==> config.mk <==
export PLATFORM = sky130hd
export DESIGN_NAME = gw_translator
export DESIGN_NICKNAME = d
export VERILOG_FILES = /design/src/rtl/gw_pkg.sv /design/src/rtl/gw_slot_lut.sv /design/src/rtl/gw_rx_classify.sv /design/src/rtl/gw_tx_frame.sv /design/src/rtl/gw_translator.sv
export SDC_FILE = /design/constraint.sdc
export NUM_CORES = 1
export LEC_CHECK = 0
export BUFFER_PORTS_ARGS = -buffer_cell sky130_fd_sc_hd__buf_2
export CAP_MARGIN = 15
export CORE_AREA = 10 10 109 130
export DETAILED_ROUTE_END_ITERATION = 16
export DIE_AREA = 0 0 119 140
export PLACE_DENSITY = 0.73
export SKIP_LAST_GASP = 1
export SYNTH_ARGS = -nofsm -noshare
export SYNTH_HDL_FRONTEND = slang
export SYNTH_SLANG_ARGS = --single-unit
==> constraint.sdc <==
create_clock -name clk -period 5.7 [get_ports clk]
set_input_delay 1.14 -clock clk [delete_from_list [all_inputs] [get_ports clk]]
set_output_delay 1.14 -clock clk [all_outputs]
set_load 0.01 [all_outputs]
==> src/rtl/gw_pkg.sv <==
package gw_pkg;
  typedef enum logic [3:0] {
    S_IDLE, S_RX_DEC, S_RX_WLO, S_RX_WHI, S_RX_WID, S_RX_BELL,
    S_MB_CMD, S_MB_ID, S_MB_DEC, S_MB_B0, S_MB_B1, S_TX
  } gw_state_e;

  typedef enum logic [1:0] { KIND_DROP, KIND_DATA, KIND_REQ } gw_kind_e;

  localparam logic [7:0] CODE_DATA = 8'h00;
  localparam logic [7:0] CODE_REQ  = 8'hFF;
endpackage

==> src/rtl/gw_slot_lut.sv <==
module gw_slot_lut #(
  parameter int ID_W       = 11,
  parameter int ADDR_W     = 10,
  parameter int N_STATIONS = 128
) (
  input  logic [ID_W-1:0]   id,
  output logic              hit,
  output logic [ADDR_W-1:0] base
);
  generate
    if (N_STATIONS >= (1 << ID_W)) begin : g_full
      assign hit = 1'b1;
    end else begin : g_part
      assign hit = (id < ID_W'(N_STATIONS));
    end
  endgenerate

  assign base = hit ? ADDR_W'({id, 1'b0}) : '0;
endmodule

==> src/rtl/gw_rx_classify.sv <==
module gw_rx_classify
  import gw_pkg::*;
#(
  parameter int LEN_W = 4
) (
  input  logic [7:0]       code,
  input  logic [LEN_W-1:0] len,
  output gw_kind_e         kind
);
  always_comb begin
    if (code == CODE_DATA && len >= LEN_W'(3))     kind = KIND_DATA;
    else if (code == CODE_REQ && len >= LEN_W'(2)) kind = KIND_REQ;
    else                                           kind = KIND_DROP;
  end
endmodule

==> src/rtl/gw_tx_frame.sv <==
module gw_tx_frame #(
  parameter int ID_W   = 11,
  parameter int LEN_W  = 4,
  parameter int DATA_W = 64
) (
  input  logic              clk,
  input  logic              rst_n,
  input  logic              load,
  input  logic [ID_W-1:0]   ld_id,
  input  logic [LEN_W-1:0]  ld_len,
  input  logic [DATA_W-1:0] ld_data,
  output logic              tx_valid,
  input  logic              tx_ready,
  output logic [ID_W-1:0]   tx_id,
  output logic [LEN_W-1:0]  tx_len,
  output logic [DATA_W-1:0] tx_data
);
  always_ff @(posedge clk) begin
    if (!rst_n) begin
      tx_valid <= 1'b0;
      tx_id    <= '0;
      tx_len   <= '0;
      tx_data  <= '0;
    end else if (load && !tx_valid) begin
      tx_valid <= 1'b1;
      tx_id    <= ld_id;
      tx_len   <= ld_len;
      tx_data  <= ld_data;
    end else if (tx_valid && tx_ready) begin
      tx_valid <= 1'b0;
    end
  end
endmodule

==> src/rtl/gw_translator.sv <==
module gw_translator
  import gw_pkg::*;
#(
  parameter int ID_W       = 11,
  parameter int ADDR_W     = 10,
  parameter int DATA_BYTES = 8,
  parameter int N_STATIONS = 128
) (
  input  logic                    clk,
  input  logic                    rst_n,
  input  logic                    rx_valid,
  output logic                    rx_ready,
  input  logic [ID_W-1:0]         rx_id,
  input  logic [3:0]              rx_len,
  input  logic [8*DATA_BYTES-1:0] rx_data,
  output logic                    tx_valid,
  input  logic                    tx_ready,
  output logic [ID_W-1:0]         tx_id,
  output logic [3:0]              tx_len,
  output logic [8*DATA_BYTES-1:0] tx_data,
  input  logic                    mbx_irq,
  output logic [ADDR_W-1:0]       mem_addr,
  output logic                    mem_we,
  output logic                    mem_re,
  output logic [7:0]              mem_wdata,
  input  logic [7:0]              mem_rdata,
  output logic                    lookup_err
);
  localparam int LEN_W  = 4;
  localparam int DATA_W = 8 * DATA_BYTES;
  localparam logic [ADDR_W-1:0] A_HANDOFF = ADDR_W'((1 << ADDR_W) - 4);
  localparam logic [ADDR_W-1:0] A_TARGET  = ADDR_W'((1 << ADDR_W) - 3);
  localparam logic [ADDR_W-1:0] A_OWN_MBX = ADDR_W'((1 << ADDR_W) - 2);
  localparam logic [ADDR_W-1:0] A_PEER_MBX = ADDR_W'((1 << ADDR_W) - 1);

  gw_state_e             state;
  logic [ID_W-1:0]       rx_id_q;
  logic [LEN_W-1:0]      rx_len_q;
  logic [DATA_W-1:0]     rx_data_q;
  logic [7:0]            cmd_q, stn_q, b0_q;
  logic [ADDR_W-1:0]     slot_q;
  logic                  err_q;
  gw_kind_e              kind;
  logic [ID_W-1:0]       lut_id;
  logic                  lut_hit;
  logic [ADDR_W-1:0]     lut_base;
  logic                  ld;
  logic [ID_W-1:0]       ld_id;
  logic [LEN_W-1:0]      ld_len;
  logic [DATA_W-1:0]     ld_data;

  wire [7:0] rx_b1 = rx_data_q[15:8];
  wire [7:0] rx_b2 = rx_data_q[23:16];

  gw_rx_classify #(.LEN_W(LEN_W)) u_cls (
    .code(rx_data_q[7:0]), .len(rx_len_q), .kind(kind)
  );

  assign lut_id = (state == S_MB_DEC) ? ID_W'(mem_rdata) : rx_id_q;

  gw_slot_lut #(.ID_W(ID_W), .ADDR_W(ADDR_W), .N_STATIONS(N_STATIONS)) u_lut (
    .id(lut_id), .hit(lut_hit), .base(lut_base)
  );

  gw_tx_frame #(.ID_W(ID_W), .LEN_W(LEN_W), .DATA_W(DATA_W)) u_txf (
    .clk(clk), .rst_n(rst_n), .load(ld), .ld_id(ld_id), .ld_len(ld_len),
    .ld_data(ld_data), .tx_valid(tx_valid), .tx_ready(tx_ready),
    .tx_id(tx_id), .tx_len(tx_len), .tx_data(tx_data)
  );

  assign rx_ready   = (state == S_IDLE) && !mbx_irq;
  assign lookup_err = err_q;

  always_ff @(posedge clk) begin
    if (!rst_n) begin
      state     <= S_IDLE;
      rx_id_q   <= '0;
      rx_len_q  <= '0;
      rx_data_q <= '0;
      cmd_q     <= '0;
      stn_q     <= '0;
      b0_q      <= '0;
      slot_q    <= '0;
      err_q     <= 1'b0;
    end else begin
      err_q <= 1'b0;
      case (state)
        S_IDLE: begin
          if (mbx_irq) begin
            state <= S_MB_CMD;
          end else if (rx_valid) begin
            rx_id_q   <= rx_id;
            rx_len_q  <= rx_len;
            rx_data_q <= rx_data;
            state     <= S_RX_DEC;
          end
        end
        S_RX_DEC: begin
          case (kind)
            KIND_DATA: begin
              if (lut_hit) begin
                slot_q <= lut_base;
                state  <= S_RX_WLO;
              end else begin
                err_q <= 1'b1;
                state <= S_IDLE;
              end
            end
            KIND_REQ: state <= S_RX_WID;
            default:  state <= S_IDLE;
          endcase
        end
        S_RX_WLO:  state <= S_RX_WHI;
        S_RX_WHI:  state <= S_RX_WID;
        S_RX_WID:  state <= S_RX_BELL;
        S_RX_BELL: state <= S_IDLE;
        S_MB_CMD:  state <= S_MB_ID;
        S_MB_ID: begin
          cmd_q <= mem_rdata;
          state <= S_MB_DEC;
        end
        S_MB_DEC: begin
          stn_q <= mem_rdata;
          if (cmd_q == CODE_DATA) begin
            if (lut_hit) begin
              slot_q <= lut_base;
              state  <= S_MB_B0;
            end else begin
              err_q <= 1'b1;
              state <= S_IDLE;
            end
          end else if (cmd_q == CODE_REQ) begin
            state <= S_TX;
          end else begin
            state <= S_IDLE;
          end
        end
        S_MB_B0: begin
          b0_q  <= mem_rdata;
          state <= S_MB_B1;
        end
        S_MB_B1: state <= S_TX;
        S_TX:    if (tx_valid && tx_ready) state <= S_IDLE;
        default: state <= S_IDLE;
      endcase
    end
  end

  always_comb begin
    mem_we    = 1'b0;
    mem_re    = 1'b0;
    mem_addr  = '0;
    mem_wdata = '0;
    case (state)
      S_RX_WLO: begin
        mem_we = 1'b1; mem_addr = slot_q; mem_wdata = rx_b1;
      end
      S_RX_WHI: begin
        mem_we = 1'b1; mem_addr = {slot_q[ADDR_W-1:1], 1'b1}; mem_wdata = rx_b2;
      end
      S_RX_WID: begin
        mem_we    = 1'b1;
        mem_addr  = A_HANDOFF;
        mem_wdata = (kind == KIND_DATA) ? rx_id_q[7:0] : rx_b1;
      end
      S_RX_BELL: begin
        mem_we    = 1'b1;
        mem_addr  = A_PEER_MBX;
        mem_wdata = (kind == KIND_DATA) ? CODE_DATA : CODE_REQ;
      end
      S_MB_CMD: begin mem_re = 1'b1; mem_addr = A_OWN_MBX; end
      S_MB_ID:  begin mem_re = 1'b1; mem_addr = A_TARGET;  end
      S_MB_DEC: begin
        if (cmd_q == CODE_DATA && lut_hit) begin
          mem_re = 1'b1; mem_addr = lut_base;
        end
      end
      S_MB_B0: begin mem_re = 1'b1; mem_addr = {slot_q[ADDR_W-1:1], 1'b1}; end
      default: ;
    endcase
  end

  always_comb begin
    ld      = 1'b0;
    ld_id   = '0;
    ld_len  = '0;
    ld_data = '0;
    if (state == S_MB_DEC && cmd_q == CODE_REQ) begin
      ld            = 1'b1;
      ld_id         = ID_W'(mem_rdata);
      ld_len        = LEN_W'(2);
      ld_data[7:0]  = CODE_REQ;
      ld_data[15:8] = mem_rdata;
    end else if (state == S_MB_B1) begin
      ld             = 1'b1;
      ld_id          = ID_W'(stn_q);
      ld_len         = LEN_W'(3);
      ld_data[7:0]   = CODE_DATA;
      ld_data[15:8]  = b0_q;
      ld_data[23:16] = mem_rdata;
    end
  end
endmodule

; Word level (Yosys, flattened, before mapping)
; Index checks and enable logic that the tools add are counted.
[totals]
regBits = 118
[classes]
bitwise = 1
n_lt_le_gt_ge = 3
eq_ne = 19
reduce_logical = 20
muxes = 40
[op_table]
columns = op, n
row1 = 10-bit one-hot mux with 7 select lines, 1
row2 = 10-bit 2-to-1 mux, 5
row3 = 4-bit one-hot mux with 11 select lines, 1
row4 = 8-bit 2-to-1 mux, 5
row5 = 8-bit one-hot mux with 4 select lines, 1
row6 = 24-bit 2-to-1 mux, 1
row7 = 4-bit 2-to-1 mux, 6
row8 = 10-bit one-hot mux with 2 select lines, 1
row9 = "4-bit by 3-bit equality test with 1-bit output, second input constant", 4
row10 = "4-bit equality test, second input constant", 4
row11 = "8-bit equality test, second input constant", 2
row12 = 8-bit logical NOT, 2
row13 = 16-bit 2-to-1 mux, 1
row14 = "11-bit by 8-bit less-than comparator with 1-bit output, second input constant", 1
row15 = 11-bit 2-to-1 mux, 1
row16 = 2-bit 2-to-1 mux, 5
row17 = 1-bit 2-to-1 mux, 9
row18 = "4-bit by 2-bit equality test with 1-bit output, second input constant", 2
row19 = "4-bit by 2-bit >= comparator with 1-bit output, second input constant", 2
row20 = 4-bit one-hot mux with 2 select lines, 1
row21 = 1-bit logical AND, 7
row22 = 3-bit AND reduction, 2
row23 = "4-bit by 1-bit equality test with 1-bit output, second input constant", 1
row24 = 4-bit logical NOT, 1
row25 = other kinds (13), 17

; Longest topological paths before layout
; Gate-level depths: netlist of run 1.
[logic_depth]
word_depth = 7
depth_mapped = 7
ltp_nobuf = 4

; Modules after synthesis
; From an unflattened synthesis of run 1, not the netlist that was laid out.
[unflattened]
hier_cells = 850
hier_area_um2 = 7048.0
[modules_own_cells]
columns = mod, n_inst, cells_each, seq_area_each_um2, area_each_um2
row1 = gw_translator, 1, 483, 1561.5, 3741.1
row2 = gw_tx_frame, 1, 347, 1601.5, 3165.5
row3 = gw_slot_lut, 1, 12, 0.0, 91.3
row4 = gw_rx_classify, 1, 8, 0.0, 50.0

; Worst setup path before layout of run 1
; OpenSTA, ideal clock, no wires.
[synth_timing]
path_kind = input-to-output
from = in mem_rdata[7]
to = out mem_addr[1]
n_path_buf = 0
stages = 2
setup_slack_ps = 2822
arrival_time_ps = 1738
cell_sequence = nand4b_1 o21ai_1
[synth_between]
elab_chain_cells = 5
word_cells_on_any_way = 6
classes_between = order compare: 1 / mux: 4 / reduce/logical: 1
[synth_lines]
columns = element, line_no
row1 = from (decl), gw_translator.sv:26  ; input logic [7:0] mem_rdata,
row2 = 11-bit 2-to-1 mux (*), gw_translator.sv:59  ; assign lut_id = (state == S_MB_DEC) ? ID_W'(mem_rdata) : rx_id_q;
row3 = 11-bit by 8-bit less-than comparator with 1-bit output (*), gw_slot_lut.sv:14  ; assign hit = (id < ID_W'(N_STATIONS));
row4 = 10-bit 2-to-1 mux / 1-bit logical AND (equally long branches), "gw_slot_lut.sv:18, gw_translator.sv:174"
row5 = 10-bit 2-to-1 mux (*), gw_translator.sv:174  ; if (cmd_q == CODE_DATA && lut_hit) begin
row6 = 10-bit one-hot mux with 7 select lines (*), gw_translator.sv:154  ; case (state)
row7 = to (decl), gw_translator.sv:22  ; output logic [ADDR_W-1:0] mem_addr,
; Mark *: on every way between the ends. The rest lies on a longest branch, timed or not.

; Worst setup path in the final report of run 1
[layout_timing]
from = reg state[2]
to = out mem_wdata[7]
[layout_between]
elab_chain_cells = 2
word_cells_on_any_way = 5
classes_between = eq/ne: 4 / mux: 1
[layout_lines]
columns = element, line_no
row1 = from (decl), gw_translator.sv:36  ; gw_state_e state;
row2 = from (signal assigned), gw_translator.sv:76  ; state <= S_IDLE;
row3 = from (signal assigned), gw_translator.sv:90  ; state <= S_MB_CMD;
row4 = from (signal assigned), gw_translator.sv:95  ; state <= S_RX_DEC;
row5 = 4-bit by 3-bit equality test with 1-bit output / 4-bit by 2-bit equality test with 1-bit output (equally long branches), gw_translator.sv:154
row6 = 8-bit one-hot mux with 4 select lines (*), gw_translator.sv:154
row7 = to (decl), gw_translator.sv:25  ; output logic [7:0] mem_wdata,
; Marked as above.

==> impl_metrics.toml, run 1 <==
[status]
outcome = "completed"

[drt]
wl_per_cell_um = 15.9
post-route-drc-count = 0
totalWireLength_mm = 13.5
vias = 4415
via_per_inst = 5.20
drt_iter0_drc = 275
drt_first_pass_iters = 5
ant_nets = 0

[floorplan]
die_w_um = 119
fp.dieH_um = 140
io_pins = 194
num_rows = 43
coreArea_mm2 = 0.0115
die_area_mm2 = 0.0167
start_util = 0.446

[final_layout]
final_cell_area_mm2 = 0.00581
fillers = 1143
final_common_cell = "nand2_1"
multiInputGateArea_mm2 = 0.00261
final_cell_mix = "nand2_1, buf_2, dfxtp_1"
fin_cells = 849
num_antenna_cells = 0
drive_gt1_frac = 0.199
syn_to_final_growth_pct = 13.2
final_net_count = 779
fin_util = 0.505
ff_latch_area_mm2 = 0.00210

[synth]
yosys_register_bits = 105
synth.cell_area_mm2 = 0.00513
yosysSeqAreaShare = 0.410
synth_area_per_cell_um2 = 8.32
synth.distinct_cells = 52
yosys_warnings = 0
synth_cells = 617
ys.flop_type = "dfxtp_1"
synth_edf_count = 0
ys_async_sr_fraction = 0

[global_route]
antenna_found_initial = 1
grt_use_total = 0.155
grt_max_degree = 46
grt_overflow = 0
grt_pass1_wl_mm = 21.6
grt_pass1_vias = 4327

[clock_tree]
clockBufferDepth = 2
cts_resized = 0
cts_tree = "built"
clock_latency_ns = 0.34
clk_pin_slew_ns = 0.07
ctsHoldBuffers = 0
clock_sinks = 105
cts_root_buffer = "clkbuf_16"
cts.htree.levels = 3
post_cts_buffers = 0
cts_made_buffers = 9

[timing]
relSlewSlack = 0.245
layout_setup_ws_ns = 1.61
finalCritPeriodShare = 0.717
fmaxAchievable_ghz = 0.245
drv_slew = 0
setup_tns_ns = 0
rsz0062_at_grt = "no"
skew_ns = 0.00885
hold_ws_ns = 0.455
worstMarginPinSlew_ns = 1.13
setup_viol = 0
period_minus_slack_ns = 4.09
report.final.hold_viol_count = 0

[run]
maxCapViolCount = 0

[setup_path]
worstPathRequired_ns = 4.56
crit_type = "register to output port"
arrival_ns = 2.95
start_kind = "register"
worstPathMaxFanout = 20
crit_path_end_kind = "output port"

[place]
routabilityCongestion = 0.820
port-buffer-count = 108
dp_cells = 833
place_hpwl_mm = 9.93
pre_cts_ws_ns = 2.08
placed_area_mm2 = 0.00549

[power_and_ir_drop]
p_total_mw = 1.66
ir_worst_vdd_uv = 136
p_per_area_mw_per_mm2 = 286
leakagePower_nw = 2.40

[min_path]
min_path_type = "register to register"
## worst paths after layout
| check | slack [ns] | endpoint | startpoint | depth (start not counted) |
|---|---|---|---|---|
| max | 1.61 | mem_wdata[7] | state[2] | 4 |
| min | 0.45 | stn_q[1] | stn_q[1] | 2 |
| max reg2reg | 2.46 | u_txf.tx_id[1] | state[1] | 3 |
| min reg2reg | 0.45 | stn_q[1] | stn_q[1] | 2 |
## flip-flops by register name (all words and copies together) (netlist names)
register,flops
rx_id_q,11
state,4
b0_q,8
rx_data_q,24
slot_q,9
u_txf.tx_valid,1
stn_q,8
u_txf.tx_data,17
u_txf.tx_len,2
cmd_q,8
u_txf.tx_id,8
rx_len_q,4
lookup_err,1
## cell type report
| cell class | count | share of cell area |
|---|---|---|
| Inverter | 3 | 0.00194 |
| Tap cell | 157 | 0.0338 |
| Clock buffer | 9 | 0.0388 |
| Sequential cell | 105 | 0.362 |
| Clock inverter | 7 | 0.0159 |
| Multi-Input combinational cell | 455 | 0.448 |
| Timing Repair Buffer | 113 | 0.0995 |
## where the power goes
| part | internal (mW) | leakage (nW) | switching, mW |
|---|---|---|---|
| Sequential | 0.754 | 0.849 | 0.0362 |
| Combinational | 0.0808 | 1.40 | 0.136 |
| Clock | 0.354 | 0.156 | 0.298 |
## critical path: stages, from the launching register on
cell	delay [ns]
dfxtp_1	0.80
nor2b_1	0.85
nand2_1	0.43
o221ai_1	0.35
buf_2	0.19
## kinds of logic (layout without fill, tap and decap cells)
kind of cell	count (synthesis)	after routing	synth area share
AO/OA/AOI/OAI	137	137	0.175
AND/OR/NAND/NOR	232	232	0.213
XOR/XNOR	3	3	0.00512
flip-flops	105	105	0.410
buffers and inverters	101	132	0.120
other	1	45	0.000731
multiplexers	38	38	0.0758
## cells in the mapped netlist, drive strengths merged, types with 9 or more instances
cell type,count,area share
nor4,14,0.017
o21ai,11,0.011
o221a,16,0.035
dfxtp,105,0.41
nand2,131,0.096
mux2i,31,0.060
a21oi,68,0.066
o22ai,9,0.011
nor2,23,0.017
clkbuf,28,0.020
buf,70,0.098
and2,24,0.029
## per-layer routing
| metal | vias up | global-route usage | part of all wire |
|---|---|---|---|
| met5 | - | 0 | 0.00096 |
| li1 | 2190 | - | - |
| met4 | 2 | 0.0612 | 0.019 |
| met3 | 16 | 0.0434 | 0.070 |
| met1 | 2050 | 0.182 | 0.43 |
| met2 | 157 | 0.260 | 0.48 |
Note: power is estimated with default switching activity, not from simulation.
==> run 2: changes to the inputs <==
Settings changed: PLACE_DENSITY 0.73 to 0.76.
Clock period 5.7 ns to 3.6 ns, I/O delays scaled along.
==> impl_metrics.toml, run 2 (synthesis results as in run 1) <==
[timing]
rsz0062_at_grt = "no"
fmaxAchievable_ghz = 0.306
relSlewSlack = 0.306
hold_ws_ns = 0.461
setup_viol = 0
worstMarginPinSlew_ns = 1.04
drv_slew = 0
period_minus_slack_ns = 3.27
finalCritPeriodShare = 0.908
skew_ns = 0.00674
report.final.hold_viol_count = 0
setup_tns_ns = 0

[final_layout]
syn_to_final_growth_pct = 14.5
largest_reg_flops = 24
final_common_cell = "nand2_1"
final_net_count = 786
num_antenna_cells = 0
largest-register = "rx_data_q"
fillers = 1128
final_cell_mix = "nand2_1, buf_2, dfxtp_1"
multiInputGateArea_mm2 = 0.00261
fin_util = 0.510
reg_top3 = "rx_data_q (24), u_txf.tx_data (17), rx_id_q (11)"
drive_gt1_frac = 0.207
ff_latch_area_mm2 = 0.00210

[power_and_ir_drop]
power.switching_uw = 742
p_clk_frac = 0.405
p_int_mw = 1.95
leakagePower_nw = 2.45
p_sw_frac = 0.275
ir_worst_vdd_uv = 211
comb_power_share = 0.134
p_per_area_mw_per_mm2 = 458
p_seq_frac = 0.462

[global_route]
grt_max_degree = 46
grt_use_total = 0.159
grt_pass1_vias = 4487
antenna_found_initial = 1
grt_pass1_wl_mm = 22.2
grt_overflow = 0

[place]
routabilityCongestion = 0.822
place_hpwl_mm = 10.3
port-buffer-count = 108

[clock_tree]
ctsHoldBuffers = 0
clockBufferDepth = 2
clock_latency_ns = 0.35
clk_pin_slew_ns = 0.07
cts_made_buffers = 9
cts_tree = "built"
cts_root_buffer = "clkbuf_16"
post_cts_buffers = 0
cts_resized = 0
clock_sinks = 105
cts.htree.levels = 3

[floorplan]
start_util = 0.446
die_area_mm2 = 0.0167
io_pins = 194
num_rows = 43
die_w_um = 119
coreArea_mm2 = 0.0115
fp.dieH_um = 140

[min_path]
min_path_type = "register to register"
whs_path_depth = 2

[setup_path]
arrival_ns = 2.55
crit_path_end_kind = "output port"
cpPeakStageDelay_ns = 0.65
crit_type = "register to output port"
r2r_cells = 5
worstPathRequired_ns = 2.88
path_cells = "nor4b_2 > buf_4 > nand4b_1 > o21ai_1 > buf_2"
start_kind = "register"
worstPathMaxFanout = 23
worst_path_max_delay_cell = "dfxtp_1"

[drt]
via_per_inst = 5.24
ant_nets = 0
wl_per_cell_um = 16.2
drt_iter0_drc = 368
drt_first_pass_iters = 5
post-route-drc-count = 0
totalWireLength_mm = 13.8
vias = 4488

[run]
maxCapViolCount = 0

[status]
outcome = "completed"
-- run 2: cell type report --
| class | instances | share of cell area |
|---|---|---|
| Sequential cell | 105 | 0.358 |
| Inverter | 3 | 0.00192 |
| Timing Repair Buffer | 120 | 0.107 |
| Multi-Input combinational cell | 455 | 0.443 |
| Clock buffer | 9 | 0.0383 |
| Tap cell | 157 | 0.0334 |
| Clock inverter | 7 | 0.0181 |
-- run 2: worst paths after layout --
path,end,startpoint,slack (ns)
worst max-delay path,mem_addr[1],state[0],0.33
worst min-delay path,rx_data_q[22],rx_data_q[22],0.46
worst max register to register,u_txf.tx_data[11],state[0],0.87
worst min register to register,rx_data_q[22],rx_data_q[22],0.46
-- run 2: critical path, delay by kind of cell (launching register included) --
kind                   cells  cell delay, ns
AND/OR/NAND/NOR            2            0.80
flip-flops                 1            0.65
buffers and inverters      2            0.42
AO/OA/AOI/OAI              1            0.32
-- run 2: stage by stage --
| stage | instances | power, mW | setup WS (ns) | area, µm² |
|---|---|---|---|---|
| 5_1_grt | 856 | 2.81 | 0.0948 | 5880 |
| 6_report | 856 | 2.69 | 0.330 | 5880 |
| 3_3_place_gp | 840 | 1.62 | 0.720 | 5550 |
| 2_1_floorplan | 661 | 1.53 | 1.20 | 5300 |
| 3_5_place_dp | 840 | 1.63 | 0.723 | 5550 |
| 4_1_cts | 856 | 2.70 | 0.343 | 5880 |
-- run 2: per-layer routing --
layer  vias to the layer above  part of all wire  GRT usage
li1                       2204                 -          -
met1                      2064              0.41      0.185
met2                       192              0.49      0.265
met3                        26             0.079     0.0454
met4                         2             0.020     0.0715
met5                         -           0.00094          0
-- run 2: power groups by stage --
stage                     clock network [mW]  logic (mW)  registers (mW)
after floorplan                            0       0.291            1.24
after global placement                     0       0.350            1.27
after detailed placement                   0       0.357            1.27
after CTS                               1.10       0.359            1.24
after global routing                    1.16       0.400            1.25
final                                   1.09       0.360            1.24
